<file path="config.mk">
export PLATFORM = sky130hd
export DESIGN_NAME = ecc_ctl_regs
export DESIGN_NICKNAME = d
export VERILOG_FILES = /design/src/rtl/ecc_regs_pkg.sv /design/src/rtl/ecc_regs_ctrl.sv /design/src/rtl/ecc_regs_dp.sv /design/src/rtl/ecc_ctl_regs.sv
export SDC_FILE = /design/constraint.sdc
export NUM_CORES = 1
export LEC_CHECK = 0
export ABC_AREA = 1
export BUFFER_PORTS_ARGS = -buffer_cell sky130_fd_sc_hd__buf_4
export CORE_ASPECT_RATIO = 1.2
export CORE_MARGIN = 3
export CORE_UTILIZATION = 60
export DETAILED_ROUTE_END_ITERATION = 8
export GPL_TIMING_DRIVEN = 1
export PLACE_DENSITY = 0.82
export SYNTH_ARGS = -nofsm -noshare
export SYNTH_HDL_FRONTEND = slang
export SYNTH_SLANG_ARGS = --single-unit
</file>
<file path="constraint.sdc">
create_clock -name clk -period 3.3 [get_ports clk]
set_input_delay 0.825 -clock clk [delete_from_list [all_inputs] [get_ports clk]]
set_output_delay 0.825 -clock clk [all_outputs]
set_load 0.02 [all_outputs]
</file>
<file path="src/rtl/ecc_regs_pkg.sv">
package ecc_regs_pkg;

  localparam int DATA_W     = 32;
  localparam int NUM_REGS   = 9;
  localparam int DIAG_BYTES = 4;
  localparam int BYTE_W     = 8;
  localparam int DIAG_IDX_W = $clog2(DIAG_BYTES);
  localparam int VER_LSB    = 28;

  // word offsets; the order is the software-visible map
  localparam int OFF_ENABLE = 0;
  localparam int OFF_DELAY  = 1;
  localparam int OFF_STATUS = 2;
  localparam int OFF_VIDEO  = 3;
  localparam int OFF_FADDR0 = 4;
  localparam int OFF_FADDR1 = 5;
  localparam int OFF_DIAG   = 6;
  localparam int OFF_ECTL0  = 7;
  localparam int OFF_ECTL1  = 8;

  localparam logic [DATA_W-1:0] DELAY_MASK = 32'h7FFF_FFFF;
  localparam logic [DATA_W-1:0] DELAY_RST  = 32'h0000_0020;
  localparam logic [DATA_W-1:0] FADDR0_RST = 32'h07C0_0000;

  // strobes from the decoder to the register storage
  typedef struct packed {
    logic [NUM_REGS-1:0]   wrHit;
    logic [NUM_REGS-1:0]   rdHit;
    logic                  diagWr;
    logic                  diagRd;
    logic [DIAG_IDX_W-1:0] byteIdx;
  } ctlStrobeT;

  function automatic logic [DATA_W-1:0] enableWrMask(input logic [3:0] ver);
    return (ver == 4'd0) ? 32'h0000_0103 : 32'h0000_0BFF;
  endfunction

  function automatic logic [DATA_W-1:0] enableKeepMask(input logic [3:0] ver);
    // flavour 0: bit 8; others: version/impl nibbles, bit 11, refresh field 9:2
    return (ver == 4'd0) ? 32'h0000_0100 : 32'hFF00_0BFC;
  endfunction

endpackage

</file>
<file path="src/rtl/ecc_regs_ctrl.sv">
module ecc_regs_ctrl
  import ecc_regs_pkg::*;
#(
  parameter int          ADDR_W  = 6,
  parameter int unsigned VARIANT = 0
) (
  input  logic              clk,
  input  logic              rstN,
  input  logic [ADDR_W-1:0] addr,
  input  logic              wrEn,
  input  logic              diagSel,
  output ctlStrobeT         strb
);

  localparam int IDX_W    = ADDR_W - 2;
  localparam bit HAS_DIAG = (VARIANT == 0);

  logic [IDX_W-1:0]    wordIdx;
  logic [NUM_REGS-1:0] rdHitV;
  logic [NUM_REGS-1:0] wrHitV;
  logic                diagWrV;
  logic                diagRdV;

  assign wordIdx = addr[ADDR_W-1:2];

  for (genvar i = 0; i < NUM_REGS; i++) begin : g_dec
    localparam bit WRITABLE = (i != OFF_FADDR0) && (i != OFF_FADDR1);
    assign rdHitV[i] = !diagSel && (wordIdx == IDX_W'(i));
    if (WRITABLE) begin : g_wr
      assign wrHitV[i] = wrEn && rdHitV[i];
    end else begin : g_ro
      assign wrHitV[i] = 1'b0;
    end
  end

  if (HAS_DIAG) begin : g_diag
    assign diagWrV = wrEn && diagSel;
    assign diagRdV = diagSel;
  end else begin : g_nodiag
    assign diagWrV = 1'b0;
    assign diagRdV = 1'b0;
  end

  assign strb = '{wrHit:   wrHitV,
                  rdHit:   rdHitV,
                  diagWr:  diagWrV,
                  diagRd:  diagRdV,
                  byteIdx: addr[DIAG_IDX_W-1:0]};

  // at most one storage element is written per cycle
  p_single_write_r8: assert property (@(posedge clk) disable iff (!rstN)
    $onehot0({strb.wrHit, strb.diagWr}));

  // a diagnostic access never also selects a register word
  p_diag_excl_r10: assert property (@(posedge clk) disable iff (!rstN)
    diagSel |-> (strb.rdHit == '0));

endmodule

</file>
<file path="src/rtl/ecc_regs_dp.sv">
module ecc_regs_dp
  import ecc_regs_pkg::*;
#(
  parameter int unsigned VARIANT = 0
) (
  input  logic              clk,
  input  logic              rstN,
  input  logic              warmRst,
  input  ctlStrobeT         strb,
  input  logic [DATA_W-1:0] wrData,
  input  logic              errStrobe,
  input  logic [DATA_W-1:0] errStatus,
  input  logic [DATA_W-1:0] errAddr0,
  input  logic [DATA_W-1:0] errAddr1,
  output logic [DATA_W-1:0] rdData,
  output logic              irq
);

  localparam logic [3:0]        VER_CODE    = 4'(VARIANT);
  localparam logic [DATA_W-1:0] VER_WORD    = {VER_CODE, {VER_LSB{1'b0}}};
  localparam logic [DATA_W-1:0] ENABLE_WMSK = enableWrMask(VER_CODE);
  localparam logic [DATA_W-1:0] ENABLE_KEEP = enableKeepMask(VER_CODE);
  localparam bit                HAS_DIAG    = (VARIANT == 0);

  logic [DATA_W-1:0] regEnable, regDelay, regStatus, regVideo;
  logic [DATA_W-1:0] regFaddr0, regFaddr1, regDiag, regEctl0, regEctl1;
  logic              irqQ;
  logic [BYTE_W-1:0] diagByte [DIAG_BYTES];
  logic [DATA_W-1:0] regView  [NUM_REGS];
  logic [DATA_W-1:0] regMux;

  always_ff @(posedge clk or negedge rstN) begin
    if (!rstN) begin
      regEnable <= VER_WORD;
      regDelay  <= DELAY_RST;
      regStatus <= '0;
      regVideo  <= '0;
      regFaddr0 <= FADDR0_RST;
      regFaddr1 <= '0;
      regDiag   <= '0;
      regEctl0  <= '0;
      regEctl1  <= '0;
      irqQ      <= 1'b0;
    end else if (warmRst) begin
      regEnable <= regEnable & ENABLE_KEEP;
      regDelay  <= DELAY_RST;
      regStatus <= '0;
      regVideo  <= '0;
      regFaddr0 <= FADDR0_RST;
      regFaddr1 <= '0;
      regDiag   <= '0;
      regEctl0  <= '0;
      regEctl1  <= '0;
      irqQ      <= 1'b0;
    end else begin
      if (strb.wrHit[OFF_ENABLE]) regEnable <= VER_WORD | (wrData & ENABLE_WMSK);
      if (strb.wrHit[OFF_DELAY])  regDelay  <= wrData & DELAY_MASK;
      if (strb.wrHit[OFF_VIDEO])  regVideo  <= wrData;
      if (strb.wrHit[OFF_DIAG])   regDiag   <= wrData;
      if (strb.wrHit[OFF_ECTL0])  regEctl0  <= wrData;
      if (strb.wrHit[OFF_ECTL1])  regEctl1  <= wrData;
      if (errStrobe) begin
        regStatus <= errStatus;
        regFaddr0 <= errAddr0;
        regFaddr1 <= errAddr1;
        irqQ      <= 1'b1;
      end else if (strb.wrHit[OFF_STATUS]) begin
        regStatus <= wrData;
        irqQ      <= 1'b0;
      end
    end
  end

  if (HAS_DIAG) begin : g_diag
    always_ff @(posedge clk or negedge rstN) begin
      if (!rstN) begin
        for (int b = 0; b < DIAG_BYTES; b++) diagByte[b] <= '0;
      end else if (warmRst) begin
        for (int b = 0; b < DIAG_BYTES; b++) diagByte[b] <= '0;
      end else if (strb.diagWr) begin
        diagByte[strb.byteIdx] <= wrData[BYTE_W-1:0];
      end
    end
  end else begin : g_nodiag
    for (genvar b = 0; b < DIAG_BYTES; b++) begin : g_zero
      assign diagByte[b] = '0;
    end
  end

  always_comb begin
    regView[OFF_ENABLE] = regEnable;
    regView[OFF_DELAY]  = regDelay;
    regView[OFF_STATUS] = regStatus;
    regView[OFF_VIDEO]  = regVideo;
    regView[OFF_FADDR0] = regFaddr0;
    regView[OFF_FADDR1] = regFaddr1;
    regView[OFF_DIAG]   = regDiag;
    regView[OFF_ECTL0]  = regEctl0;
    regView[OFF_ECTL1]  = regEctl1;
  end

  always_comb begin
    regMux = '0;
    for (int i = 0; i < NUM_REGS; i++) begin
      if (strb.rdHit[i]) regMux = regMux | regView[i];
    end
  end

  assign rdData = strb.diagRd ? {{(DATA_W-BYTE_W){1'b0}}, diagByte[strb.byteIdx]} : regMux;
  assign irq    = irqQ;

  // a capture raises the interrupt on the next cycle
  p_irq_set_r9: assert property (@(posedge clk) disable iff (!rstN)
    (errStrobe && !warmRst) |=> irq);

  // the interrupt holds until a status write or warm reset
  p_irq_hold_r9: assert property (@(posedge clk) disable iff (!rstN)
    (irq && !strb.wrHit[OFF_STATUS] && !warmRst) |=> irq);

  // a status write without capture drops the interrupt
  p_irq_clear_r4: assert property (@(posedge clk) disable iff (!rstN)
    (strb.wrHit[OFF_STATUS] && !errStrobe && !warmRst) |=> !irq);

  // fault addresses move only on capture or reset
  p_faddr_ro_r5: assert property (@(posedge clk) disable iff (!rstN)
    (!errStrobe && !warmRst) |=> ($stable(regFaddr0) && $stable(regFaddr1)));

  // a delay write leaves bit 31 clear
  p_delay_msb_r3: assert property (@(posedge clk) disable iff (!rstN)
    (strb.wrHit[OFF_DELAY] && !warmRst) |=> !regDelay[DATA_W-1]);

  // warm reset restores the delay and fault address values
  p_warm_vals_r6: assert property (@(posedge clk) disable iff (!rstN)
    warmRst |=> (regDelay == DELAY_RST && regFaddr0 == FADDR0_RST && !irq));

  // the flavour code is never lost from the enable register
  p_ver_code_r2: assert property (@(posedge clk) disable iff (!rstN)
    regEnable[DATA_W-1:VER_LSB] == VER_CODE);

endmodule

</file>
<file path="src/rtl/ecc_ctl_regs.sv">
module ecc_ctl_regs
  import ecc_regs_pkg::*;
#(
  parameter int          ADDR_W  = 6,
  parameter int unsigned VARIANT = 0
) (
  input  logic              clk,
  input  logic              rstN,
  input  logic              warmRst,
  input  logic [ADDR_W-1:0] addr,
  input  logic              wrEn,
  input  logic [31:0]       wrData,
  input  logic              diagSel,
  output logic [31:0]       rdData,
  input  logic              errStrobe,
  input  logic [31:0]       errStatus,
  input  logic [31:0]       errAddr0,
  input  logic [31:0]       errAddr1,
  output logic              irq
);

  ctlStrobeT strb;

  ecc_regs_ctrl #(.ADDR_W(ADDR_W), .VARIANT(VARIANT)) u_ctrl (
    .clk     (clk),
    .rstN    (rstN),
    .addr    (addr),
    .wrEn    (wrEn),
    .diagSel (diagSel),
    .strb    (strb)
  );

  ecc_regs_dp #(.VARIANT(VARIANT)) u_dp (
    .clk       (clk),
    .rstN      (rstN),
    .warmRst   (warmRst),
    .strb      (strb),
    .wrData    (wrData),
    .errStrobe (errStrobe),
    .errStatus (errStatus),
    .errAddr0  (errAddr0),
    .errAddr1  (errAddr1),
    .rdData    (rdData),
    .irq       (irq)
  );

endmodule

</file>
==> results of run 1 <==
## logic make-up after synthesis
logic type / synth area share
buf+inv: 0.0870
compound gates: 0.159
flops: 0.541
simple gates: 0.212
## cell type report
cell class | count | share of cell area
clock buffers | 39 | 0.0512
flip-flops and latches | 291 | 0.448
well taps | 274 | 0.0211
inverters | 214 | 0.0494
multi-input cells | 1089 | 0.308
clock inverters | 14 | 0.0113
repair buffers | 217 | 0.111
## metrics by stage
step / area, um2 / hold WS [ns] / worst slack (ns) / TNS, ns
floorplan: 13500 / 0.442 / 0.512 / 0
global placement: 15200 / 0.453 / 0.144 / 0
detailed placement: 15200 / 0.459 / 0.0997 / 0
CTS: 16200 / 0.310 / 0.0764 / 0
global route: 16300 / 0.322 / -0.0454 / -0.126
finish: 16300 / 0.282 / 0.0138 / 0
## path summary, 6_finish.rpt
kind / start / to / slack, ns
min in group clk: u_dp.regDelay[11] / u_dp.regDelay[11] / 0.47
hold / removal: rstN / u_dp.regFaddr0[16] / 0.28
max in group asynchronous: rstN / u_dp.regFaddr0[26] / 2.11
setup / recovery: diagSel / rdData[6] / 0.01
setup reg to reg: u_dp.regFaddr1[14] / u_dp.regFaddr1[14] / 2.51
hold reg to reg: u_dp.regDelay[11] / u_dp.regDelay[11] / 0.47
## layout by cell type (no fill, tap or decap), drive strengths merged
| cell | netlist | layout |
|---|---|---|
| a21oi | 45 | 45 |
| a22o | 18 | 18 |
| a22oi | 32 | 32 |
| buf | 35 | 216 |
| bufinv | 0 | 4 |
| clkbuf | 53 | 40 |
| clkinv | 0 | 6 |
| clkinvlp | 0 | 4 |
| dfrtp | 285 | 285 |
| dfstp | 6 | 6 |
| inv | 214 | 214 |
| nand2 | 439 | 439 |
| nand3 | 46 | 46 |
| nand3b | 9 | 9 |
| nand4 | 40 | 40 |
| nor2 | 167 | 167 |
| nor3 | 2 | 2 |
| o211ai | 1 | 1 |
| o21ai | 254 | 254 |
| o22a | 2 | 2 |
| o22ai | 34 | 34 |
## power by group through the flow
stage	Sequential, W	Clock, W	Combinational (W)
6_report	0.00397	0.00350	0.000947
5_1_grt	0.00398	0.00367	0.00104
4_1_cts	0.00396	0.00352	0.000935
3_5_place_dp	0.00402	0	0.000925
3_3_place_gp	0.00401	0	0.000901
2_1_floorplan	0.00397	0	0.000479
## registers in the layout, summed over array words and instances, names as in the netlist
| signal | flops |
|---|---|
| u_dp.regEctl1 | 32 |
| u_dp.regEnable | 3 |
| u_dp.diagByte | 32 |
| u_dp.regFaddr0 | 32 |
| u_dp.regDiag | 32 |
| u_dp.regEctl0 | 32 |
| u_dp.irq | 1 |
| u_dp.regFaddr1 | 32 |
| u_dp.regStatus | 32 |
| u_dp.regDelay | 31 |
| u_dp.regVideo | 32 |
## timing repair
item	in CTS	in global routing
endpoints found under the hold margin	0	0
gates resized for setup	0	2
setup endpoints to repair	0	7
## per-layer routing
| metal | global-route usage | up-vias |
|---|---|---|
| met4 | 0.275 | 0 |
| met3 | 0.0503 | 205 |
| li1 | - | 5727 |
| met5 | 0 | - |
| met2 | 0.578 | 757 |
| met1 | 0.431 | 6102 |
==> flow_metrics.env, run 1 <==
export IMPL_synth_top_area_cell="dfrtp_1"
export IMPL_crit_path_cell_trace="buf_4, nor2_1, buf_4, nand2_1, nor2_4, buf_12, nand2_1, nand2_1, nor2_1, a21oi_1, buf_4"
export IMPL_status="finished clean"
export IMPL_num_fill_cells=1623
export IMPL_slew_viol_final=0
export IMPL_synth_seq_cells=291
export IMPL_yosysMostFrequentCell="nand2_1"
export IMPL_area_growth_pct=20.9
export IMPL_drt_wl_total_um=43800
export IMPL_die_area_um2=24300
export IMPL_drc=0
export IMPL_crit_family="simple AND/OR/NAND/NOR gates"
export IMPL_cap_violations=0
export IMPL_cts_tree="done"
export IMPL_combinationalPowerShare=0.113
export IMPL_critPathKind="in2out"
export IMPL_drive_gt1_frac=0.159
export IMPL_dr_wl_met2_um=21000
export IMPL_internal_power_w=0.00623
export IMPL_ys_types=25
export IMPL_syn_area_um2=13500
export IMPL_p_leak_nw=7.92
export IMPL_crit_cells=11
export IMPL_final_hold_viol_count=0
export IMPL_hold_class="in2async"
export IMPL_viasPerCell=5.98
export IMPL_initial_utilization=0.616
export IMPL_gp_congestion=0.973
export IMPL_finClkSkew_ns=0
export IMPL_worstRegToRegCells=1
export IMPL_worst_pin_slew_ns=0.862
export IMPL_cts_buffers=29
export IMPL_cts_setup_buffers=0
export IMPL_fin_util=0.745
export IMPL_yosysWarningCount=0
export IMPL_final_cells=2138
export IMPL_clock_sinks=291
export IMPL_drt_pass1_iterations=6
export IMPL_avgSynthCellArea_um2=8.00
export IMPL_period_share=0.996
export IMPL_power_w=0.00842
export IMPL_slowest_delay_ns=0.20
export IMPL_hpwl_um=29600
export IMPL_powerDensity_nw_per_um2=517
export IMPL_crit_slowest_cell="nor2_4"
export IMPL_wl_per_cell_um=20.5
export IMPL_cts_buffer_depth=3
export IMPL_setup_viol=0
export IMPL_drtAntennaViolNets=0
export IMPL_critPathArrivalTime_ns=2.46
export IMPL_drtIter0Drc=1256
export IMPL_coreArea_um2=21900
export IMPL_worst_path_max_fanout=16
export IMPL_path_clk_slew_ns=0.06
export IMPL_yosysSeqAreaShare=0.541
export IMPL_seq_power_share=0.471
export IMPL_post_route_min_period_ns=3.29
export IMPL_start_kind="primary input"
export IMPL_worst_path_buf_inv=4
export IMPL_multi_input_area_um2=5010
export IMPL_wl_met3_um=3580
export IMPL_htree_levels=1
export IMPL_placed_cells=2084
export IMPL_fmax_ghz=0.304
export IMPL_antennaDiodeCount=0
export IMPL_chipWidth_um=143
export IMPL_irDropWorstVdd_mv=0.430
export IMPL_finalNetCount=1982
export IMPL_synthArstFlopShare=1.00
export IMPL_postCtsHoldBufs=0
export IMPL_grt_ovfl_total=0
export IMPL_synth_nets=1822
export IMPL_rsz0062_at_grt="true"
export IMPL_syn_inst=1682
export IMPL_swShare=0.259
export IMPL_top_layer="met4"
export IMPL_root_buffer="clkbuf_16"
export IMPL_grt_pass1_wl_um=67300
export IMPL_clkPwrFrac=0.416
export IMPL_synth_ff_type="dfrtp_1"
export IMPL_rows=59
export IMPL_grt_pass1_vias=12600
export IMPL_synth_commonest_cells="437 x nand2_1, 285 x dfrtp_1, 207 x o21ai_0, 203 x inv_1, 160 x nor2_1"
export IMPL_vias=12800
export IMPL_antenna_found_initial=0
export IMPL_regArea_um2=7290
export IMPL_cp_required_ns=2.47
export IMPL_gr_usage_all_layers=0.358
export IMPL_slew_headroom=0.425
export IMPL_clkLatencyLatePin_ns=0.54
export IMPL_die_h_um=170
export IMPL_yosysTopAreaCellShare=0.530
export IMPL_grt_max_degree=89
export IMPL_synth_edff_count=0
export IMPL_crit_path_end_kind="primary output"
export IMPL_pin_count=173
export IMPL_power_switching_w=0.00218
export IMPL_placement_io_buffers=172
export IMPL_wl_met1_um=15300
export IMPL_yosys_top_cells_area="dfrtp_1 53%, nand2_1 12%, o21ai_0 7.7%"
(Power assumes the default switching activity.)
==> inputs of run 2 (changes only) <==
- PLACE_DENSITY: 0.82 -> 0.8
==> run 2 against run 1 <==
Against the previous run: core utilization is essentially flat; sequential share of layout area is essentially flat; sequential power is essentially flat; worst hold slack lost 0.039 ns; critical path depth shrank 1; non-clock buffer count grew 3; worst setup slack gained 0.11 ns.
==> flow_metrics.env, run 2 (synthesis results as in run 1) <==
export IMPL_critPathArrivalTime_ns=2.35
export IMPL_drt_wl_total_um=43400
export IMPL_drc=0
export IMPL_layout_common_cells="437 x nand2_1, 285 x dfrtp_1, 207 x o21ai_0, 207 x buf_4, 203 x inv_1"
export IMPL_status="finished clean"
export IMPL_postCtsResizedCells=0
export IMPL_grt_max_degree=76
export IMPL_postCtsHoldBufs=0
export IMPL_chipWidth_um=143
export IMPL_gr_usage_all_layers=0.354
export IMPL_fmax_ghz=0.315
export IMPL_finalNetCount=1984
export IMPL_finClkSkew_ns=0
export IMPL_cap_violations=0
export IMPL_drtIter0Drc=1216
export IMPL_period_share=0.962
export IMPL_drt_pass1_iterations=6
export IMPL_fin_area_um2=16300
export IMPL_post_route_min_period_ns=3.17
export IMPL_clock_sinks=291
export IMPL_power_switching_w=0.00215
export IMPL_final_hold_viol_count=0
export IMPL_start_kind="primary input"
export IMPL_finalSetupTns_ns=0
export IMPL_placed_cell_area_um2=15300
export IMPL_p_leak_nw=7.95
export IMPL_setup_ws_ns=0.125
export IMPL_irDropWorstVdd_mv=0.539
export IMPL_worst_pin_slew_ns=0.849
export IMPL_rsz0062_at_grt="false"
export IMPL_slew_headroom=0.433
export IMPL_crit_path_end_kind="primary output"
export IMPL_vias=12600
export IMPL_antenna_found_initial=1
export IMPL_rows=59
export IMPL_worst_path_buf_inv=3
export IMPL_swShare=0.255
export IMPL_wl_met3_um=3180
export IMPL_die_area_um2=24300
export IMPL_top_layer="met5"
export IMPL_worst_path_max_fanout=12
export IMPL_combinationalPowerShare=0.112
export IMPL_hold_ws_ns=0.243
export IMPL_pin_count=173
export IMPL_slew_viol_final=0
export IMPL_mostFrequentLayoutCell="nand2_1"
export IMPL_crit_slowest_cell="nor2_1"
export IMPL_cts_buffers=28
export IMPL_grt_pass1_wl_um=66100
export IMPL_cts_tree="done"
export IMPL_setup_viol=0
export IMPL_grt_ovfl_total=0
export IMPL_hold_class="in2async"
export IMPL_dr_wl_met2_um=21000
export IMPL_initial_utilization=0.616
export IMPL_cts_buffer_depth=3
export IMPL_area_growth_pct=20.9
export IMPL_cts_setup_buffers=0
export IMPL_powerDensity_nw_per_um2=519
export IMPL_critPathKind="in2out"
export IMPL_place_ws_ns=0.128
export IMPL_path_clk_slew_ns=0.07
export IMPL_internal_power_w=0.00629
export IMPL_cp_required_ns=2.47
export IMPL_viasPerCell=5.91
export IMPL_slowest_delay_ns=0.39
export IMPL_wl_per_cell_um=20.3
export IMPL_hpwl_um=30000
export IMPL_seq_power_share=0.469
export IMPL_wl_met1_um=15500
export IMPL_crit_family="simple AND/OR/NAND/NOR gates"
export IMPL_htree_levels=1
export IMPL_crit_path_cell_trace="buf_4, nor2_1, buf_4, nand2_1, nor2_1, nand2_1, nand2_1, nor2_1, a21oi_1, buf_4"
export IMPL_coreArea_um2=21900
export IMPL_placement_io_buffers=172
export IMPL_drtAntennaViolNets=0
export IMPL_grt_pass1_vias=12300
export IMPL_die_h_um=170
export IMPL_gp_congestion=1.00
export IMPL_clkLatencyLatePin_ns=0.54
export IMPL_antennaDiodeCount=0
export IMPL_clkPwrFrac=0.419
export IMPL_drive_gt1_frac=0.160
export IMPL_root_buffer="clkbuf_16"
-- run 2: cell count changes in the layout (fill, tap and decap cells not counted), sizes merged --
cell and delta:
clkinvlp -4, buf +4, clkbuf +2
-- run 2: cell type report --
class | count | area, um2
flip-flops and latches | 291 | 7290
fillers | 1619 | 5570
clock inverters | 10 | 154
clock buffers | 42 | 875
inverters | 214 | 803
repair buffers | 220 | 1810
well taps | 274 | 343
multi-input cells | 1089 | 5010
-- run 2: routing by layer --
metal	up-vias	GRT usage
met2	680	0.583
met4	2	0.251
met5	-	0
li1	5739	-
met1	6040	0.432
met3	179	0.0436
-- run 2: final timing paths --
| path | startpoint | endpoint | slack (ns) | cells after the start |
|---|---|---|---|---|
| worst max register to register | u_dp.regFaddr1[14] | u_dp.regFaddr1[14] | 2.50 | 1 |
| worst min-delay path | rstN | u_dp.regFaddr0[16] | 0.24 | 1 |
| worst max-delay path | diagSel | rdData[6] | 0.13 | 10 |
| worst min register to register | u_dp.regDelay[10] | u_dp.regDelay[10] | 0.48 | 2 |
| min in group clk | u_dp.regDelay[10] | u_dp.regDelay[10] | 0.48 | 2 |
| max in group asynchronous | rstN | u_dp.regDelay[1] | 2.18 | 2 |
-- run 2: per-stage QoR --
stage / cells / power, W / util
2_1_floorplan: 1682 / 0.00445 / -
3_3_place_gp: 2088 / 0.00491 / 0.698
3_5_place_dp: 2088 / 0.00495 / 0.698
4_1_cts: 2140 / 0.00843 / 0.745
5_1_grt: 2140 / 0.00870 / 0.745
6_report: 2140 / 0.00844 / 0.745
-- run 2: power by group through the flow --
stage | combinational (W) | sequential [W] | clock (W)
global route | 0.00104 | 0.00397 | 0.00368
CTS | 0.000942 | 0.00395 | 0.00353
floorplan | 0.000479 | 0.00397 | 0
global placement | 0.000907 | 0.00401 | 0
finish | 0.000948 | 0.00396 | 0.00354
detailed placement | 0.000932 | 0.00401 | 0
